$ cat config.mk
export PLATFORM = sky130hd
export DESIGN_NAME = dma_evt_unit
export DESIGN_NICKNAME = d
export VERILOG_FILES = /design/src/rtl/dma_evt_pkg.sv /design/src/rtl/dma_evt_cfg.sv /design/src/rtl/dma_evt_flags.sv /design/src/rtl/dma_evt_slot.sv /design/src/rtl/dma_evt_unit.sv
export SDC_FILE = /design/constraint.sdc
export NUM_CORES = 1
export LEC_CHECK = 0
export CAP_MARGIN = 30
export CORE_ASPECT_RATIO = 0.75
export CORE_MARGIN = 5
export CORE_UTILIZATION = 45
export CTS_CLUSTER_DIAMETER = 120
export DETAILED_ROUTE_END_ITERATION = 10
export GPL_TIMING_DRIVEN = 0
export HOLD_SLACK_MARGIN = 0.08
export PLACE_DENSITY = 0.8
export SLEW_MARGIN = 20
export SYNTH_ARGS = -nofsm -noshare
export SYNTH_HDL_FRONTEND = slang
export SYNTH_SLANG_ARGS = --single-unit
$ cat constraint.sdc
create_clock -name clk -period 11.7 [get_ports clk]
set_clock_uncertainty 0.2 [all_clocks]
set_input_delay 2.925 -clock clk [delete_from_list [all_inputs] [get_ports clk]]
set_output_delay 2.925 -clock clk [all_outputs]
set_load 0.02 [all_outputs]
$ cat src/rtl/dma_evt_pkg.sv
package dma_evt_pkg;

    // Per-thread wait slot states
    typedef enum logic {
        SLOT_IDLE   = 1'b0,
        SLOT_PARKED = 1'b1
    } slot_state_e;

    localparam int unsigned DEF_NUM_RES     = 16;
    localparam int unsigned DEF_NUM_IRQ     = 8;
    localparam int unsigned DEF_NUM_THREADS = 9;

endpackage

$ cat src/rtl/dma_evt_cfg.sv
module dma_evt_cfg #(
    parameter int unsigned NUM_RES = 16,
    parameter int unsigned NUM_IRQ = 8,
    localparam int unsigned IDW    = $clog2(NUM_RES)
) (
    input  logic               clk,
    input  logic               rst_n,
    input  logic               en_we,
    input  logic [NUM_IRQ-1:0] en_wdata,
    input  logic               irq_clr_we,
    input  logic [NUM_IRQ-1:0] irq_clr_mask,
    input  logic               sev_valid,
    input  logic [IDW-1:0]     sev_id,
    output logic [NUM_RES-1:0] en_rd,
    output logic [NUM_RES-1:0] ev_set,
    output logic [NUM_IRQ-1:0] irq_q
);

    logic [NUM_IRQ-1:0] en_q;
    logic [NUM_RES-1:0] sev_dec;
    logic [NUM_IRQ-1:0] irq_set;
    logic [NUM_IRQ-1:0] clr_eff;

    always_comb begin
        en_rd                = '0;
        en_rd[NUM_IRQ-1:0]   = en_q;
        sev_dec              = '0;
        if (sev_valid) begin
            sev_dec[sev_id]  = 1'b1;
        end
        ev_set  = sev_dec & ~en_rd;
        irq_set = sev_dec[NUM_IRQ-1:0] & en_q;
        clr_eff = irq_clr_we ? irq_clr_mask : '0;
    end

    always_ff @(posedge clk or negedge rst_n) begin
        if (!rst_n) begin
            en_q  <= '0;
            irq_q <= '0;
        end else begin
            if (en_we) begin
                en_q <= en_wdata;
            end
            irq_q <= (irq_q & ~clr_eff) | irq_set;
        end
    end

    AST_IRQ_STICKY: assert property (@(posedge clk) disable iff (!rst_n)
        1'b1 |=> ((irq_q & $past(irq_q & ~clr_eff)) == $past(irq_q & ~clr_eff)));

    AST_IRQ_RAISE: assert property (@(posedge clk) disable iff (!rst_n)
        (irq_set != '0) |=> ((irq_q & $past(irq_set)) == $past(irq_set)));

endmodule

$ cat src/rtl/dma_evt_flags.sv
module dma_evt_flags #(
    parameter int unsigned NUM_RES = 16
) (
    input  logic               clk,
    input  logic               rst_n,
    input  logic [NUM_RES-1:0] ev_set,
    input  logic [NUM_RES-1:0] consume,
    output logic [NUM_RES-1:0] flag_q
);

    always_ff @(posedge clk or negedge rst_n) begin
        if (!rst_n) begin
            flag_q <= '0;
        end else begin
            flag_q <= (flag_q | ev_set) & ~consume;
        end
    end

    AST_CONSUME_CLEARS: assert property (@(posedge clk) disable iff (!rst_n)
        (consume != '0) |=> ((flag_q & $past(consume)) == '0));

    AST_SET_HOLDS: assert property (@(posedge clk) disable iff (!rst_n)
        ((ev_set & ~consume) != '0) |=> ((flag_q & $past(ev_set & ~consume)) == $past(ev_set & ~consume)));

endmodule

$ cat src/rtl/dma_evt_slot.sv
module dma_evt_slot
    import dma_evt_pkg::*;
#(
    parameter int unsigned NUM_RES = 16,
    localparam int unsigned IDW    = $clog2(NUM_RES)
) (
    input  logic               clk,
    input  logic               rst_n,
    input  logic               go,
    input  logic [IDW-1:0]     go_id,
    input  logic [NUM_RES-1:0] flags,
    input  logic [NUM_RES-1:0] ev_set,
    output logic               done,
    output logic [NUM_RES-1:0] consume
);

    slot_state_e state_q, state_d;
    logic [IDW-1:0] id_q;
    logic hit;

    assign hit = flags[id_q] | ev_set[id_q];

    // state register
    always_ff @(posedge clk or negedge rst_n) begin
        if (!rst_n) begin
            state_q <= SLOT_IDLE;
            id_q    <= '0;
        end else begin
            state_q <= state_d;
            if (state_q == SLOT_IDLE && go) begin
                id_q <= go_id;
            end
        end
    end

    // next state and outputs
    always_comb begin
        state_d = state_q;
        done    = 1'b0;
        consume = '0;
        unique case (state_q)
            SLOT_IDLE: begin
                if (go) begin
                    state_d = SLOT_PARKED;          // park
                end
            end
            SLOT_PARKED: begin
                if (hit) begin
                    done          = 1'b1;
                    consume[id_q] = 1'b1;
                    state_d       = SLOT_IDLE;      // release
                end
            end
            default: state_d = SLOT_IDLE;
        endcase
    end

    AST_RELEASE_ONCE: assert property (@(posedge clk) disable iff (!rst_n)
        done |=> !done);

    AST_PARKED_KEEPS_ID: assert property (@(posedge clk) disable iff (!rst_n)
        (state_q == SLOT_PARKED && !done) |=> (id_q == $past(id_q)));

endmodule

$ cat src/rtl/dma_evt_unit.sv
module dma_evt_unit
    import dma_evt_pkg::*;
#(
    parameter int unsigned NUM_RES     = DEF_NUM_RES,
    parameter int unsigned NUM_IRQ     = DEF_NUM_IRQ,
    parameter int unsigned NUM_THREADS = DEF_NUM_THREADS,
    localparam int unsigned IDW        = $clog2(NUM_RES)
) (
    input  logic                       clk,
    input  logic                       rst_n,
    input  logic                       en_we,
    input  logic [NUM_IRQ-1:0]         en_wdata,
    input  logic                       irq_clr_we,
    input  logic [NUM_IRQ-1:0]         irq_clr_mask,
    input  logic                       sev_valid,
    input  logic [IDW-1:0]             sev_id,
    input  logic [NUM_THREADS-1:0]     wfe_go,
    input  logic [NUM_THREADS*IDW-1:0] wfe_id,
    output logic [NUM_THREADS-1:0]     wfe_done,
    output logic [NUM_RES-1:0]         en_rd,
    output logic [NUM_RES-1:0]         evt_flags,
    output logic [NUM_IRQ-1:0]         irq_ps,
    output logic [NUM_IRQ-1:0]         irq_pl
);

    logic [NUM_RES-1:0] ev_set;
    logic [NUM_IRQ-1:0] irq_q;
    logic [NUM_RES-1:0] consume_s [NUM_THREADS];
    logic [NUM_RES-1:0] consume_all;

    dma_evt_cfg #(.NUM_RES(NUM_RES), .NUM_IRQ(NUM_IRQ)) u_cfg (
        .clk          (clk),
        .rst_n        (rst_n),
        .en_we        (en_we),
        .en_wdata     (en_wdata),
        .irq_clr_we   (irq_clr_we),
        .irq_clr_mask (irq_clr_mask),
        .sev_valid    (sev_valid),
        .sev_id       (sev_id),
        .en_rd        (en_rd),
        .ev_set       (ev_set),
        .irq_q        (irq_q)
    );

    generate
        for (genvar t = 0; t < NUM_THREADS; t++) begin : g_slot
            dma_evt_slot #(.NUM_RES(NUM_RES)) u_slot (
                .clk     (clk),
                .rst_n   (rst_n),
                .go      (wfe_go[t]),
                .go_id   (wfe_id[t*IDW +: IDW]),
                .flags   (evt_flags),
                .ev_set  (ev_set),
                .done    (wfe_done[t]),
                .consume (consume_s[t])
            );
        end
    endgenerate

    always_comb begin
        consume_all = '0;
        for (int t = 0; t < NUM_THREADS; t++) begin
            consume_all = consume_all | consume_s[t];
        end
    end

    dma_evt_flags #(.NUM_RES(NUM_RES)) u_flags (
        .clk     (clk),
        .rst_n   (rst_n),
        .ev_set  (ev_set),
        .consume (consume_all),
        .flag_q  (evt_flags)
    );

    assign irq_ps = irq_q;
    assign irq_pl = irq_q;

    AST_IRQ_ROLE_NO_FLAG: assert property (@(posedge clk) disable iff (!rst_n)
        (sev_valid && en_rd[sev_id] && !evt_flags[sev_id]) |=> !evt_flags[$past(sev_id)]);

    AST_EVENT_ROLE_NO_IRQ: assert property (@(posedge clk) disable iff (!rst_n)
        (sev_valid && !en_rd[sev_id] && !irq_clr_we) |=> (irq_ps == $past(irq_ps)));

endmodule

; ---- Word-level counts from Yosys, hierarchy flattened
; Cells that the tools add are included.
[totals]
regBits = 77
input_bits = 70
output_inout_bits = 57
[op_classes]
magnitude_cmp = 20
n_bitwise = 35
n_reduce_logical = 19
n_mux = 121
[ops]
columns = cell, n
row1 = $mux 16, 19
row2 = $or 16x16->16, 9
row3 = $bmux 1 s4, 18
row4 = $mux 1, 64
row5 = $lt 4x5->1 const B, 10
row6 = $demux 1 s4, 10
row7 = $ge 4x1->1 const B, 10
row8 = $and 16x16->16, 2
row9 = $logic_and 1x1->1, 19
row10 = $pmux 1 s2, 9
row11 = $and 8x8->8, 2
row12 = $not 16->16, 1
row13 = $not 8->16, 1
row14 = $not 1->1, 9
row15 = $or 1x1->1, 9
row16 = $mux 8, 1
row17 = $not 8->8, 1
row18 = $or 8x8->8, 1

; ---- Depth between registers and ports, before layout
; Gate-level depths: netlist of run 1.
[logic_depth]
depth_word = 21
depth_mapped = 13
ltp_nobuf = 8

; ---- Cells and area by module
; From an unflattened synthesis of run 1, not the netlist that was laid out.
[hier_totals]
cells_unflattened = 847
hier_area_um2 = 7604.8
[by_module_without_submodules]
columns = module, area_each_um2, instances, cells_per_inst, seq_area_each_um2
row1 = dma_evt_slot at g_slot[1].u_slot ..., 654.4, 7, 73, 125.1
row2 = dma_evt_cfg, 858.3, 1, 82, 400.4
row3 = dma_evt_slot at g_slot[0].u_slot, 614.3, 1, 76, 125.1
row4 = dma_evt_slot at g_slot[8].u_slot, 610.6, 1, 74, 125.1
row5 = dma_evt_flags, 560.5, 1, 32, 400.4
row6 = dma_evt_unit, 380.4, 1, 72, 0.0

; ---- Least setup slack after synthesis of run 1
; OpenSTA, ideal clock, no wires.
[synth_path]
path_type = input to output
start = input port sev_id[2]
end = output port wfe_done[1]
path_slack_ns = 3.740
t_required_ns = 8.575
n_path_buf = 3
cell_stages = 10
arrival_time_ns = 4.835
cell_sequence = buf_2 and3b_1 clkbuf_1 a22oi_1 o211ai_1 or4_4 o21bai_4 o21ai_2 inv_2 buf_4
[synth_between]
elab_chain_len = 11
[synth_rtl]
columns = item, line_no
row1 = from (decl), dma_evt_unit.sv:16  ; input logic [IDW-1:0] sev_id,
row2 = $lt 4x5->1 (not written as such) / $ge 4x1->1 (equally long branches), dma_evt_cfg.sv:29  ; sev_dec[sev_id] = 1'b1;
row3 = $logic_and 1x1->1 (not written as such), dma_evt_cfg.sv:29
row4 = $mux 1 (not written as such), dma_evt_cfg.sv:29
row5 = $demux 1 s4 *, --
row6 = $mux 16 *, dma_evt_cfg.sv:28  ; if (sev_valid) begin
row7 = $and 16x16->16 *, dma_evt_cfg.sv:31  ; ev_set = sev_dec & ~en_rd;
row8 = $bmux 1 s4 *, dma_evt_slot.sv:21  ; assign hit = flags[id_q] | ev_set[id_q];
row9 = $mux 1 (not written as such) *, dma_evt_slot.sv:21
row10 = $or 1x1->1 *, dma_evt_slot.sv:21
row11 = $mux 1 *, dma_evt_slot.sv:48  ; if (hit) begin
row12 = $mux 1 *, dma_evt_slot.sv:41  ; unique case (state_q)
row13 = to (decl), dma_evt_unit.sv:19  ; output logic [NUM_THREADS-1:0] wfe_done,
; Mark *: on every way between the ends. The rest lies on a longest branch, timed or not. The select of a mux whose other input is x is not followed.

; ---- Worst setup path after layout of run 1
[layout_path]
start = input port sev_id[0]
end = output port wfe_done[5]
; The elaborated chain is that of the path after synthesis.

==> flow_summary_export.csv, run 1 <==
group,metric,value,unit
setup_path,worst-endpoint-arrival,6.95,ns
job,max_cap_violations,0,
yosys,synth_top_flop_cell,"sky130_fd_sc_hd__dfrtp_1",
detailed_routing,drtIter0Drc,1685,
detailed_routing,finalWirelength,41700,microns
setup_path,critPathMaxStageDelay,0.64,ns
hold_path,hold_path_class,"flip-flop to flip-flop",
timing,setup_repair_after_global_routing_missed_its_margin,"false",
floorplan,initial_core_utilization,45.2,%
yosys,synth-edff-count,0,
clocking,cts_buffers,9,
timing,fin_setup_tns,0,ns
floorplan,die_x,163,microns
clocking,clk_latency,0.35,ns
place,numPortBuffers,116,
setup_path,slowest_stage,"sky130_fd_sc_hd__nor2b_1",
run_status,outcome,"finished clean",
yosys,synth.top_cells.by_count,"sky130_fd_sc_hd__nand2_1, sky130_fd_sc_hd__dfrtp_1, sky130_fd_sc_hd__nor2_1",
timing,timing_worst_slew_pin_value,1.10,ns
layout,syn2layout_area_growth,23.2,%
setup_path,critical_path.endpoint_type,"output port",
setup_path,critical_path_class,"input port to output port",
detailed_routing,drt_pre_antenna_iters,7,
yosys,asyncSetResetFlopFracSynth,100,%
layout,drive_gt1_share,15.3,%
timing,max_clock_freq,0.0992,GHz
timing,worst_slew_margin_rel,26.6,%
clocking,cts_tree,"yes",
place,dpl.hpwl,30500,microns
detailed_routing,vias,9439,
setup_path,worst-path-buf-inv,6,
detailed_routing,drt-vias-per-instance,7.05,
floorplan,floorplan.core_area,0.0174,sq mm
setup_path,cp_cell_sequence,"clkdlybuf4s50_1 > buf_2 > buf_4 > buf_4 > nor2b_1 > a32oi_1 > nor3_1 > a211oi_1 > nand2_1 > a21oi_1 > nor2b_1 > buf_4 > clkdlybuf4s50_1",
clocking,clock_tree.htree_level_count,3,
clocking,cts.reportedPaths.clkPinSlew,0.06,ns
timing,setup_viol,0,
timing,hold_violations,0,
clocking,cts.root.buffer_cell,"sky130_fd_sc_hd__clkbuf_16",
grt,global_route_wire_length_before_repair,59600,microns
detailed_routing,final_antenna_net_count,0,
layout,finalNetCount,1162,
grt,grt.overflow.total,0,
power_and_ir_drop,power.total,2660,uW
place,pre_cts_ws,1.80,ns
grt,number_of_antenna_violations_at_the_first_check_in_global_routing,3,
timing,finalWorstPathRequiredPeriod,10.08,ns
clocking,clk_path_buf_depth,2,
yosys,synth.most_common_cell,"sky130_fd_sc_hd__nand2_1",
timing,report.final.slew_viol_count,0,
yosys,seq_area_frac_synth,24.4,%
setup_path,worst_path_required_time,8.58,ns
clocking,post_cts_hold_buffer_count,0,
yosys,largest_cells_by_area_after_synthesis,"sky130_fd_sc_hd__dfrtp_1, sky130_fd_sc_hd__mux2_2, sky130_fd_sc_hd__mux4_2",
place,gp_congestion,1.07,
yosys,average_size_of_a_mapped_cell,8.28,sq um
floorplan,die_height,125,microns
timing,ratio_of_final_minimum_period_to_clock_period,86.1,%
grt,grt_max_degree,42,
grt,grt_pass1_vias,8787,
yosys,netlist.top_cell.by_area,"sky130_fd_sc_hd__dfrtp_1",
floorplan,ios,127,
grt,grt_usage,39.7,%
power_and_ir_drop,vdd_drop_max,160,uV
setup_path,timing.critical_path.fanout_max,10,
power_and_ir_drop,total_leakage_power,0.00358,uW
clocking,post-cts-setup-buffers,0,
floorplan,std_cell_rows,42,
yosys,syn_area,0.00789,sq mm
setup_path,crit_path_start_kind,"input port",
clocking,postCtsResizedCells,0,
detailed_routing,detail_route.wl_per_cell,31.1,microns
detailed_routing,drt_drc_violations_left,0,
yosys,syn-instance-count,953,
setup_path,timing.critical_path.mode_cell,"sky130_fd_sc_hd__buf_4",
power_and_ir_drop,power.density,274,mW/mm^2
setup_path,critical-path-top-delay-family,"buffers and inverters",
yosys,yosysUniqueCellTypes,90,
yosys,ys_ff_latch,77,
floorplan,die_area,0.0203,sq mm
yosys,synth-warning-count,0,
layout,n_antenna_cell,0,
clocking,cts.sinks,77,
yosys,yosysTopAreaCellShare,24.4,%
timing,timing.final.ws_setup,1.62,ns
state kept, by name, summed over array words and instances, names as in the netlist:
| register | cells |
|---|---|
| u_cfg.en_q | 8 |
| u_flags.flag_q | 16 |
| g_slot.u_slot.id_q | 36 |
| u_cfg.irq_q | 8 |
| g_slot.u_slot.state_q | 9 |
layout make-up:
class / instances / area [sq um]
fill: 1666 / 7720
multi-input combinational: 747 / 5340
sequential: 77 / 1930
timing repair buffer: 121 / 1210
buffer: 116 / 581
tap: 242 / 303
clock buffer: 11 / 233
inverter: 20 / 75.1
clock inverter: 5 / 60.1
worst reg2reg max path, cell delays in order (launching register included):
cell and delay, ns:
sky130_fd_sc_hd__dfrtp_1 0.38, sky130_fd_sc_hd__clkbuf_1 0.47, sky130_fd_sc_hd__mux2i_1 0.32, sky130_fd_sc_hd__o32ai_1 0.11
sky130_fd_sc_hd__a2111oi_0 0.56, sky130_fd_sc_hd__nand4_1 0.23, sky130_fd_sc_hd__o21ai_1 0.59, sky130_fd_sc_hd__a2bb2oi_1 0.22
sky130_fd_sc_hd__o2111ai_1 0.19, sky130_fd_sc_hd__nor4_1 0.39
cells in the final DEF, fill, tap and decap left out, types with 30 or more instances in the layout:
master and count:
sky130_fd_sc_hd__nor3_1 48, sky130_fd_sc_hd__nor2_1 62, sky130_fd_sc_hd__clkbuf_1 58, sky130_fd_sc_hd__nand2_1 80, sky130_fd_sc_hd__o21ai_0 30, sky130_fd_sc_hd__nor2b_1 34
sky130_fd_sc_hd__buf_4 30, sky130_fd_sc_hd__clkdlybuf4s50_1 115, sky130_fd_sc_hd__dfrtp_1 77, sky130_fd_sc_hd__mux2_2 47
power breakdown:
group,switching (uW),internal [uW]
registers,152,372
logic,1140,704
clock network,126,166
total,1420,1240
path summary, 6_finish.rpt:
path,start,end,slack [ns],cells past startpoint
min in group asynchronous,rst_n,g_slot[6].u_slot.id_q[1]$_DFFE_PN0P_,2.33,1
max in group asynchronous,rst_n,g_slot[1].u_slot.id_q[3]$_DFFE_PN0P_,8.36,2
worst max register to register,u_flags.flag_q[5]$_DFF_PN0_,u_flags.flag_q[0]$_DFF_PN0_,7.90,9
worst min-delay path,u_cfg.irq_q[7]$_DFF_PN0_,u_cfg.irq_q[7]$_DFF_PN0_,0.32,1
worst max-delay path,sev_id[0],wfe_done[5],1.62,13
worst min register to register,u_cfg.irq_q[7]$_DFF_PN0_,u_cfg.irq_q[7]$_DFF_PN0_,0.32,1
logic make-up (layout without fill, tap and decap cells):
| logic type | Yosys count | in the layout | share of synthesized area (%) |
|---|---|---|---|
| muxes | 88 | 88 | 15.8 |
| buffers and inverters | 136 | 273 | 8.31 |
| AOI/OAI and AO/OA | 240 | 240 | 22.4 |
| other | 1 | 8 | 0.0475 |
| xor gates and xnor gates | 12 | 12 | 1.33 |
| DFF | 77 | 77 | 24.4 |
| and+or+nand+nor | 399 | 399 | 27.7 |
routing by layer:
metal / vias up / GRT usage (%) / share of wire (%)
li1: 3887 / - / -
met4: 4 / 16.1 / 5.8
met3: 187 / 14.5 / 16
met1: 4468 / 56.7 / 39
met5: - / 0 / 0.048
met2: 893 / 53.8 / 39
through the flow:
step,hold slack [ns],std cells,instance area [sq um],utilization [%]
floorplan,0.285,960,7920,-
global placement,0.302,1318,9380,53.8
detailed placement,0.311,1320,9410,53.9
CTS,0.327,1336,9700,55.6
global route,0.353,1339,9720,55.7
finish,0.320,1339,9720,55.7
No activity file was read; power rests on OpenSTA's default activity.
==> run 2: changes to the inputs <==
- CTS_CLUSTER_DIAMETER: 120 -> not set
- HOLD_SLACK_MARGIN: 0.08 -> 0.03
==> results of run 2 <==
Final layout, timing and power as in run 1 (identical DEF).
==> run 3: changes to the inputs <==
- SETUP_SLACK_MARGIN: not set -> 0.2
==> results of run 3 <==
Final layout, timing and power as in run 1 (identical DEF).
